**src/rtl/tas_pkg.sv**
```systemverilog
`timescale 1ns/1ps
package tas_pkg;
    localparam int NSRC    = 2;
    localparam int SRC_W   = $clog2(NSRC);
    localparam int CODE_W  = 12;
    localparam int DEB_W   = 8;
    localparam int PER_W   = 32;
    localparam int ADDR_W  = 4;
    localparam int DATA_W  = 32;

    // enable register layout
    localparam int EN_HI   = 0;
    localparam int EN_LO   = NSRC;
    localparam int EN_PIN  = 2 * NSRC;
    localparam int EN_RST  = 3 * NSRC;
    localparam int EN_EOC  = 4 * NSRC;
    localparam int EN_SMP  = 4 * NSRC + 1;
    localparam int EN_W    = 5 * NSRC + 1;

    // pending register layout
    localparam int P_HI    = 0;
    localparam int P_LO    = NSRC;
    localparam int P_SD    = 2 * NSRC;
    localparam int P_EOC   = 3 * NSRC;
    localparam int PEND_W  = 3 * NSRC + 1;

    localparam logic [ADDR_W-1:0] A_CTRL = 4'd0;
    localparam logic [ADDR_W-1:0] A_ENAB = 4'd1;
    localparam logic [ADDR_W-1:0] A_PEND = 4'd2;
    localparam logic [ADDR_W-1:0] A_PERN = 4'd3;
    localparam logic [ADDR_W-1:0] A_PERH = 4'd4;
    localparam logic [ADDR_W-1:0] A_DEB  = 4'd5;
    localparam int HI_BASE  = 6;
    localparam int SD_BASE  = HI_BASE + NSRC;
    localparam int LO_BASE  = SD_BASE + NSRC;
    localparam int RES_BASE = LO_BASE + NSRC;

    localparam logic [DEB_W-1:0] DEB_RST = 8'd4;

    typedef enum logic [1:0] {S_IDLE, S_WAIT, S_CONV} seq_state_e;

    typedef struct packed {
        logic pol_high;
        logic decr;
        logic auto_en;
    } ctrl_t;

    typedef struct packed {
        logic [CODE_W-1:0] hi;
        logic [CODE_W-1:0] lo;
        logic [CODE_W-1:0] sd;
    } chan_thr_t;

    function automatic logic beyond(input logic [CODE_W-1:0] code,
                                    input logic [CODE_W-1:0] thr,
                                    input logic below);
        return below ? (code < thr) : (code > thr);
    endfunction

    function automatic logic [DEB_W-1:0] need(input logic [DEB_W-1:0] cnt);
        return (cnt == '0) ? DEB_W'(1) : cnt;
    endfunction

    function automatic logic [DEB_W-1:0] bump(input logic [DEB_W-1:0] cnt,
                                              input logic cond);
        if (!cond) return '0;
        return (&cnt) ? cnt : cnt + 1'b1;
    endfunction
endpackage

```
**src/rtl/tas_regs.sv**
```systemverilog
`timescale 1ns/1ps
module tas_regs
    import tas_pkg::*;
(
    input  logic                   clk,
    input  logic                   rst,
    input  logic                   we,
    input  logic [ADDR_W-1:0]      addr,
    input  logic [DATA_W-1:0]      wdata,
    output logic [DATA_W-1:0]      rdata,
    input  logic [NSRC-1:0]        smp,
    input  logic [CODE_W-1:0]      code,
    input  logic [PEND_W-1:0]      set,
    input  logic                   running,
    output ctrl_t                  ctrl,
    output logic [EN_W-1:0]        en,
    output logic [PER_W-1:0]       per_n,
    output logic [PER_W-1:0]       per_h,
    output logic [DEB_W-1:0]       deb_al,
    output logic [DEB_W-1:0]       deb_sd,
    output chan_thr_t [NSRC-1:0]   thr,
    output logic [PEND_W-1:0]      pend
);
    logic [NSRC-1:0][CODE_W-1:0] res;
    logic [PEND_W-1:0]           clr;

    assign clr = (we && addr == A_PEND) ? wdata[PEND_W-1:0] : '0;

    always_ff @(posedge clk) begin
        if (rst) begin
            ctrl   <= '0;
            en     <= '0;
            per_n  <= '0;
            per_h  <= '0;
            deb_al <= DEB_RST;
            deb_sd <= DEB_RST;
            thr    <= '0;
            res    <= '0;
            pend   <= '0;
        end else begin
            if (we && addr == A_CTRL) ctrl   <= ctrl_t'(wdata[2:0]);
            if (we && addr == A_ENAB) en     <= wdata[EN_W-1:0];
            if (we && addr == A_PERN) per_n  <= wdata;
            if (we && addr == A_PERH) per_h  <= wdata;
            if (we && addr == A_DEB) begin
                deb_al <= wdata[DEB_W-1:0];
                deb_sd <= wdata[2*DEB_W-1:DEB_W];
            end
            for (int i = 0; i < NSRC; i++) begin
                if (we && addr == ADDR_W'(HI_BASE + i)) thr[i].hi <= wdata[CODE_W-1:0];
                if (we && addr == ADDR_W'(SD_BASE + i)) thr[i].sd <= wdata[CODE_W-1:0];
                if (we && addr == ADDR_W'(LO_BASE + i)) thr[i].lo <= wdata[CODE_W-1:0];
                if (smp[i]) res[i] <= code;
            end
            pend <= (pend & ~clr) | set;
        end
    end

    always_comb begin
        rdata = '0;
        case (addr)
            A_CTRL:  rdata = DATA_W'({running, ctrl});
            A_ENAB:  rdata = DATA_W'(en);
            A_PEND:  rdata = DATA_W'(pend);
            A_PERN:  rdata = per_n;
            A_PERH:  rdata = per_h;
            A_DEB:   rdata = DATA_W'({deb_sd, deb_al});
            default: rdata = '0;
        endcase
        for (int i = 0; i < NSRC; i++) begin
            if (addr == ADDR_W'(HI_BASE + i))  rdata = DATA_W'(thr[i].hi);
            if (addr == ADDR_W'(SD_BASE + i))  rdata = DATA_W'(thr[i].sd);
            if (addr == ADDR_W'(LO_BASE + i))  rdata = DATA_W'(thr[i].lo);
            if (addr == ADDR_W'(RES_BASE + i)) rdata = DATA_W'(res[i]);
        end
    end


    w1c_chk: assert property (@(posedge clk) disable iff (rst)
        (we && addr == A_PEND && !(|set)) |=> ((pend & $past(wdata[PEND_W-1:0])) == '0));


    eoc_chk: assert property (@(posedge clk) disable iff (rst)
        set[P_EOC] |=> pend[P_EOC]);
endmodule

```
**src/rtl/tas_seq.sv**
```systemverilog
`timescale 1ns/1ps
module tas_seq
    import tas_pkg::*;
(
    input  logic              clk,
    input  logic              rst,
    input  logic              auto_en,
    input  logic [NSRC-1:0]   src_en,
    input  logic [PER_W-1:0]  per_n,
    input  logic [PER_W-1:0]  per_h,
    input  logic              hot,
    input  logic              conv_done,
    output logic              conv_req,
    output logic [SRC_W-1:0]  conv_src,
    output logic [NSRC-1:0]   smp,
    output logic              round_done,
    output logic              running
);
    seq_state_e        st;
    logic [PER_W-1:0]  tick;
    logic [PER_W-1:0]  per_sel;
    logic [SRC_W-1:0]  cur, first_idx, next_idx;
    logic              first_ok, next_ok;

    assign per_sel = hot ? per_h : per_n;

    always_comb begin
        first_ok  = 1'b0;
        first_idx = '0;
        next_ok   = 1'b0;
        next_idx  = '0;
        for (int i = NSRC - 1; i >= 0; i--) begin
            if (src_en[i]) begin
                first_ok  = 1'b1;
                first_idx = SRC_W'(i);
            end
            if (src_en[i] && i > int'(cur)) begin
                next_ok  = 1'b1;
                next_idx = SRC_W'(i);
            end
        end
    end

    always_ff @(posedge clk) begin
        if (rst) begin
            st   <= S_IDLE;
            tick <= '0;
            cur  <= '0;
        end else begin
            case (st)
                S_IDLE: if (auto_en) begin
                    st   <= S_WAIT;
                    tick <= '0;
                end
                S_WAIT: begin
                    if (!auto_en) begin
                        st <= S_IDLE;
                    end else if (tick >= per_sel) begin
                        tick <= '0;
                        if (first_ok) begin
                            st  <= S_CONV;
                            cur <= first_idx;
                        end
                    end else begin
                        tick <= tick + 1'b1;
                    end
                end
                S_CONV: if (conv_done) begin
                    if (next_ok) cur <= next_idx;
                    else         st  <= S_WAIT;
                end
                default: st <= S_IDLE;
            endcase
        end
    end

    assign conv_req   = (st == S_CONV);
    assign conv_src   = cur;
    assign smp        = (conv_req && conv_done) ? (NSRC'(1) << cur) : '0;
    assign round_done = conv_req && conv_done && !next_ok;
    assign running    = (st != S_IDLE);


    req_hold_chk: assert property (@(posedge clk) disable iff (rst)
        (conv_req && !conv_done) |=> (conv_req && $stable(conv_src)));


    run_drop_chk: assert property (@(posedge clk) disable iff (rst)
        $fell(running) |-> !$past(auto_en));
endmodule

```
**src/rtl/tas_chan.sv**
```systemverilog
`timescale 1ns/1ps
module tas_chan
    import tas_pkg::*;
(
    input  logic              clk,
    input  logic              rst,
    input  logic              smp,
    input  logic [CODE_W-1:0] code,
    input  chan_thr_t         thr,
    input  logic              decr,
    input  logic [DEB_W-1:0]  deb_al,
    input  logic [DEB_W-1:0]  deb_sd,
    output logic              hi_fire,
    output logic              lo_fire,
    output logic              sd_fire,
    output logic              hot,
    output logic              sd_lat
);
    logic [DEB_W-1:0] hi_c, lo_c, sd_c;
    logic [DEB_W-1:0] hi_n, lo_n, sd_n;
    logic             c_hi, c_lo, c_sd;

    assign c_hi = beyond(code, thr.hi, decr);
    assign c_lo = beyond(code, thr.lo, !decr);
    assign c_sd = beyond(code, thr.sd, decr);

    assign hi_n = bump(hi_c, c_hi);
    assign lo_n = bump(lo_c, c_lo);
    assign sd_n = bump(sd_c, c_sd);

    assign hi_fire = smp && c_hi && (hi_n >= need(deb_al));
    assign lo_fire = smp && c_lo && (lo_n >= need(deb_al));
    assign sd_fire = smp && c_sd && (sd_n >= need(deb_sd));

    always_ff @(posedge clk) begin
        if (rst) begin
            hi_c   <= '0;
            lo_c   <= '0;
            sd_c   <= '0;
            hot    <= 1'b0;
            sd_lat <= 1'b0;
        end else begin
            if (smp) begin
                hi_c <= hi_n;
                lo_c <= lo_n;
                sd_c <= sd_n;
                hot  <= c_hi;
            end
            if (sd_fire) sd_lat <= 1'b1;
        end
    end


    latch_hold_chk: assert property (@(posedge clk) disable iff (rst)
        sd_lat |=> sd_lat);
endmodule

```
**src/rtl/thermal_alarm_seq.sv**
```systemverilog
`timescale 1ns/1ps
module thermal_alarm_seq
    import tas_pkg::*;
(
    input  logic               clk,
    input  logic               rst,
    input  logic               reg_we,
    input  logic [ADDR_W-1:0]  reg_addr,
    input  logic [DATA_W-1:0]  reg_wdata,
    output logic [DATA_W-1:0]  reg_rdata,
    output logic               conv_req,
    output logic [SRC_W-1:0]   conv_src,
    input  logic               conv_done,
    input  logic [CODE_W-1:0]  conv_code,
    output logic               irq,
    output logic               shut_pin,
    output logic               shut_rst
);
    ctrl_t                 ctrl;
    logic [EN_W-1:0]       en;
    logic [PER_W-1:0]      per_n, per_h;
    logic [DEB_W-1:0]      deb_al, deb_sd;
    chan_thr_t [NSRC-1:0]  thr;
    logic [PEND_W-1:0]     pend, set;
    logic [NSRC-1:0]       smp, hi_f, lo_f, sd_f, hot, sd_lat;
    logic                  round_done, running, pin_act;

    tas_regs u_regs (
        .clk, .rst, .we(reg_we), .addr(reg_addr), .wdata(reg_wdata),
        .rdata(reg_rdata), .smp, .code(conv_code), .set, .running,
        .ctrl, .en, .per_n, .per_h, .deb_al, .deb_sd, .thr, .pend
    );

    tas_seq u_seq (
        .clk, .rst, .auto_en(ctrl.auto_en), .src_en(en[EN_SMP +: NSRC]),
        .per_n, .per_h, .hot(|hot), .conv_done, .conv_req, .conv_src,
        .smp, .round_done, .running
    );

    for (genvar g = 0; g < NSRC; g++) begin : g_chan
        tas_chan u_chan (
            .clk, .rst, .smp(smp[g]), .code(conv_code), .thr(thr[g]),
            .decr(ctrl.decr), .deb_al, .deb_sd,
            .hi_fire(hi_f[g]), .lo_fire(lo_f[g]), .sd_fire(sd_f[g]),
            .hot(hot[g]), .sd_lat(sd_lat[g])
        );
    end

    assign set = {round_done, sd_f, lo_f, hi_f};

    assign irq = |(pend[P_HI +: NSRC] & en[EN_HI +: NSRC])
               | |(pend[P_LO +: NSRC] & en[EN_LO +: NSRC])
               | (pend[P_EOC] & en[EN_EOC]);

    assign pin_act  = |(sd_lat & en[EN_PIN +: NSRC]);
    assign shut_pin = ctrl.pol_high ? pin_act : !pin_act;
    assign shut_rst = |(sd_lat & en[EN_RST +: NSRC]);
endmodule

```
**config.mk**
```make
export PLATFORM = sky130hd
export DESIGN_NAME = thermal_alarm_seq
export DESIGN_NICKNAME = d
export VERILOG_FILES = /design/src/rtl/tas_pkg.sv /design/src/rtl/tas_regs.sv /design/src/rtl/tas_seq.sv /design/src/rtl/tas_chan.sv /design/src/rtl/thermal_alarm_seq.sv
export SDC_FILE = /design/constraint.sdc
export NUM_CORES = 1
export LEC_CHECK = 0
export BUFFER_PORTS_ARGS = -buffer_cell sky130_fd_sc_hd__buf_2
export CAP_MARGIN = 15
export CORE_MARGIN = 10
export CORE_UTILIZATION = 55
export CTS_CLUSTER_SIZE = 25
export DETAILED_ROUTE_END_ITERATION = 10
export HOLD_SLACK_MARGIN = 0.12
export PLACE_DENSITY = 0.79
export SYNTH_ARGS = -nofsm -noshare
export SYNTH_HDL_FRONTEND = slang
export SYNTH_SLANG_ARGS = --single-unit
```
**constraint.sdc**
```tcl
create_clock -name clk -period 4.6 [get_ports clk]
set_input_delay 0.46 -clock clk [delete_from_list [all_inputs] [get_ports clk]]
set_output_delay 0.46 -clock clk [all_outputs]
set_load 0.02 [all_outputs]
```
==> run metrics <==
Worst EP required 5040 ps; Max Buffers Root-to-Sink 3; Avg WL per Cell 20.5 µm; post-layout instance area 19,300 µm²; die width 199 µm; CORE AREA between 30,000 and 40,000 µm²; HP Class in2reg; Worst Tran Pin Value 1180 ps; largest net degree at the start of global routing 201; Ports a little under 90; quantity of I/O buffers inserted on ports 88; global-route wire length before repair 89,500 µm; Cell variety after synth 74; Synthesis Warnings 0; Worst Path Arrival 4440 ps; ANT nets after route 0; register area share after synthesis 32.4%; f_max between 200 and 300 MHz; Max Cap Violations 0; Initial Utilization a little under three fifths; Worst VDD drop 0.236 mV; Tot GR Track Use ~28%; initial antenna violation count 5; CTS root buffer clkbuf_16; setup TNS 0 ps; Placement Cell Area 18,200 µm²; Mapped Cells 2,337; gpl congestion 0.986; Pre-antenna DRT Iters 6; Layout area overhead 10.2%; Vias 17,642; Max Slew Vio Count 0; final worst-path cycle share between 80 and 90%; H-tree depth 2; Post-Syn Nets 2,548; final worst setup slack 602 ps; Worst-path clk slew 60 ps; layout cells sized above 1 8.83%; status complete, no violations; grt ovf 0; FP Rows 65; most frequent cells in the layout nand2_1 (501), a21oi_1 (315), dfxtp_1 (284), ha_1 (159), nor2_1 (139); # DRC 0; WHS 189 ps; CTS-repair resized insts 0; # Post-CTS Setup Buffers 0; Layout Nets 2,565; clk sinks around 280; RSZ-0062 raised after global routing false; drt initial violations 1,915; vias in the first global route between 15,000 and 20,000; die height 199 µm; Placement Setup Slack 478 ps; TritonCTS Buffers 34; Syn Area/Cell about 7.5 µm²; Yosys reg bits 284; Worst Skew 16.4 ps; Final setup viols 0; worst-path fanout max 31; via-per-instance ratio 6.34; cell area after synthesis 17,500 µm²; HPWL Detailed 40,500 µm; Post-synth EDFFs 0; worst-skew pair later-pin latency 520 ps; hold violation count in the final report 0; commonest non-fill, non-tap cell in the layout nand2_1; critical path launch point type register; die area 39,400 µm²; CP Capture Type register; final wirelength 57,000 µm; clock tree from TritonCTS done; LEAKAGE around 7.4 nW; Min Clock Period, post-route between 3000 and 4000 ps; kind of critical path reg2reg; headroom to the max-slew limit 21.3%; top_reg_cell synth dfxtp_1; async set or reset register ratio after synthesis 0%; CTS Hold Buffers Added 0; Power Density around 290 nW/µm²
critical path, stage by stage, from the launching register on:
cell,delay (ps)
dfxtp_1,330
nor2_4,500
mux2i_1,280
ha_1,290
a21oi_1,170
o21ai_0,140
a2111oi_0,780
o211ai_1,320
nand2_2,520
buf_4,290
a41oi_1,130
a31oi_1,160
per-layer routing:
layer | vias up | track usage [%] | share of wire, %
met1 | 8338 | 36.6 | 42
met2 | 825 | 44.8 | 45
met4 | 8 | 9.92 | 3.3
li1 | 8312 | - | -
met5 | - | 0 | 0.070
met3 | 159 | 5.91 | 9.8
synthesized netlist by cell type, types with 25 or more instances:
master      n  area [µm²]
mux2i_1    52         521
a21oi_1   315        1580
o21ai_0    95         475
nand3_1    71         355
ha_1      159        1990
a21o_1     27         203
clkbuf_1  121         454
dfxtp_1   284        5690
a22o_1     26         228
nor3_1     47         235
a211oi_1   29         218
inv_1      99         372
a31oi_1    25         156
nand2_1   501        1880
nand4_1    37         231
nor2_1    141         529
area by class of cell:
cell class | count | area (µm²)
clock buffer | 49 | 958
timing repair buffer | 121 | 719
fill | 2802 | 12200
inverter | 99 | 372
multi-input combinational | 1814 | 11000
antenna | 1 | 2.50
tap | 402 | 503
sequential | 284 | 5690
clock inverter | 11 | 134
report_power, final:
group          leakage (nW)  switching, mW  total (mW)  internal, mW
clock                 0.540           1.06        2.68          1.62
sequential             2.29         0.0175        2.50          2.48
combinational          4.55          0.353       0.509         0.156
flip-flops by register name, indices dropped and copies added, names as in the netlist, 16 cells and up:
name / count
u_regs.res: 24
g_chan.u_chan.sd_c: 16
g_chan.u_chan.hi_c: 16
g_chan.u_chan.lo_c: 16
u_regs.thr: 72
u_seq.tick: 32
u_regs.per_h: 32
u_regs.per_n: 32
per-stage QoR:
stage | total power, mW | std cells | utilization, %
after floorplan | 2.85 | 2337 | -
after global placement | 3.03 | 2720 | 57.8
after detailed placement | 3.04 | 2720 | 57.8
after CTS | 5.69 | 2780 | 61.3
after global routing | 5.85 | 2780 | 61.3
final | 5.69 | 2781 | 61.3
worst paths after layout:
kind / endpoint / from / cells after the start / slack (ps)
setup / recovery: u_seq.tick[27] / g_chan[1].u_chan.hot / 11 / 600
setup reg to reg: u_seq.tick[27] / g_chan[1].u_chan.hot / 11 / 600
hold / removal: u_regs.per_n[24] / reg_wdata[24] / 3 / 190
hold reg to reg: u_regs.thr[27] / u_regs.thr[27] / 2 / 460
cells by family after synthesis:
family | share of synthesized area (%)
simple gates | 23.6
flops | 32.4
mux | 4.14
compound gates | 21.8
xor+xnor | 1.40
buf+inv | 5.26
fa+ha+maj | 11.3
No activity file was read; power rests on OpenSTA's default activity.
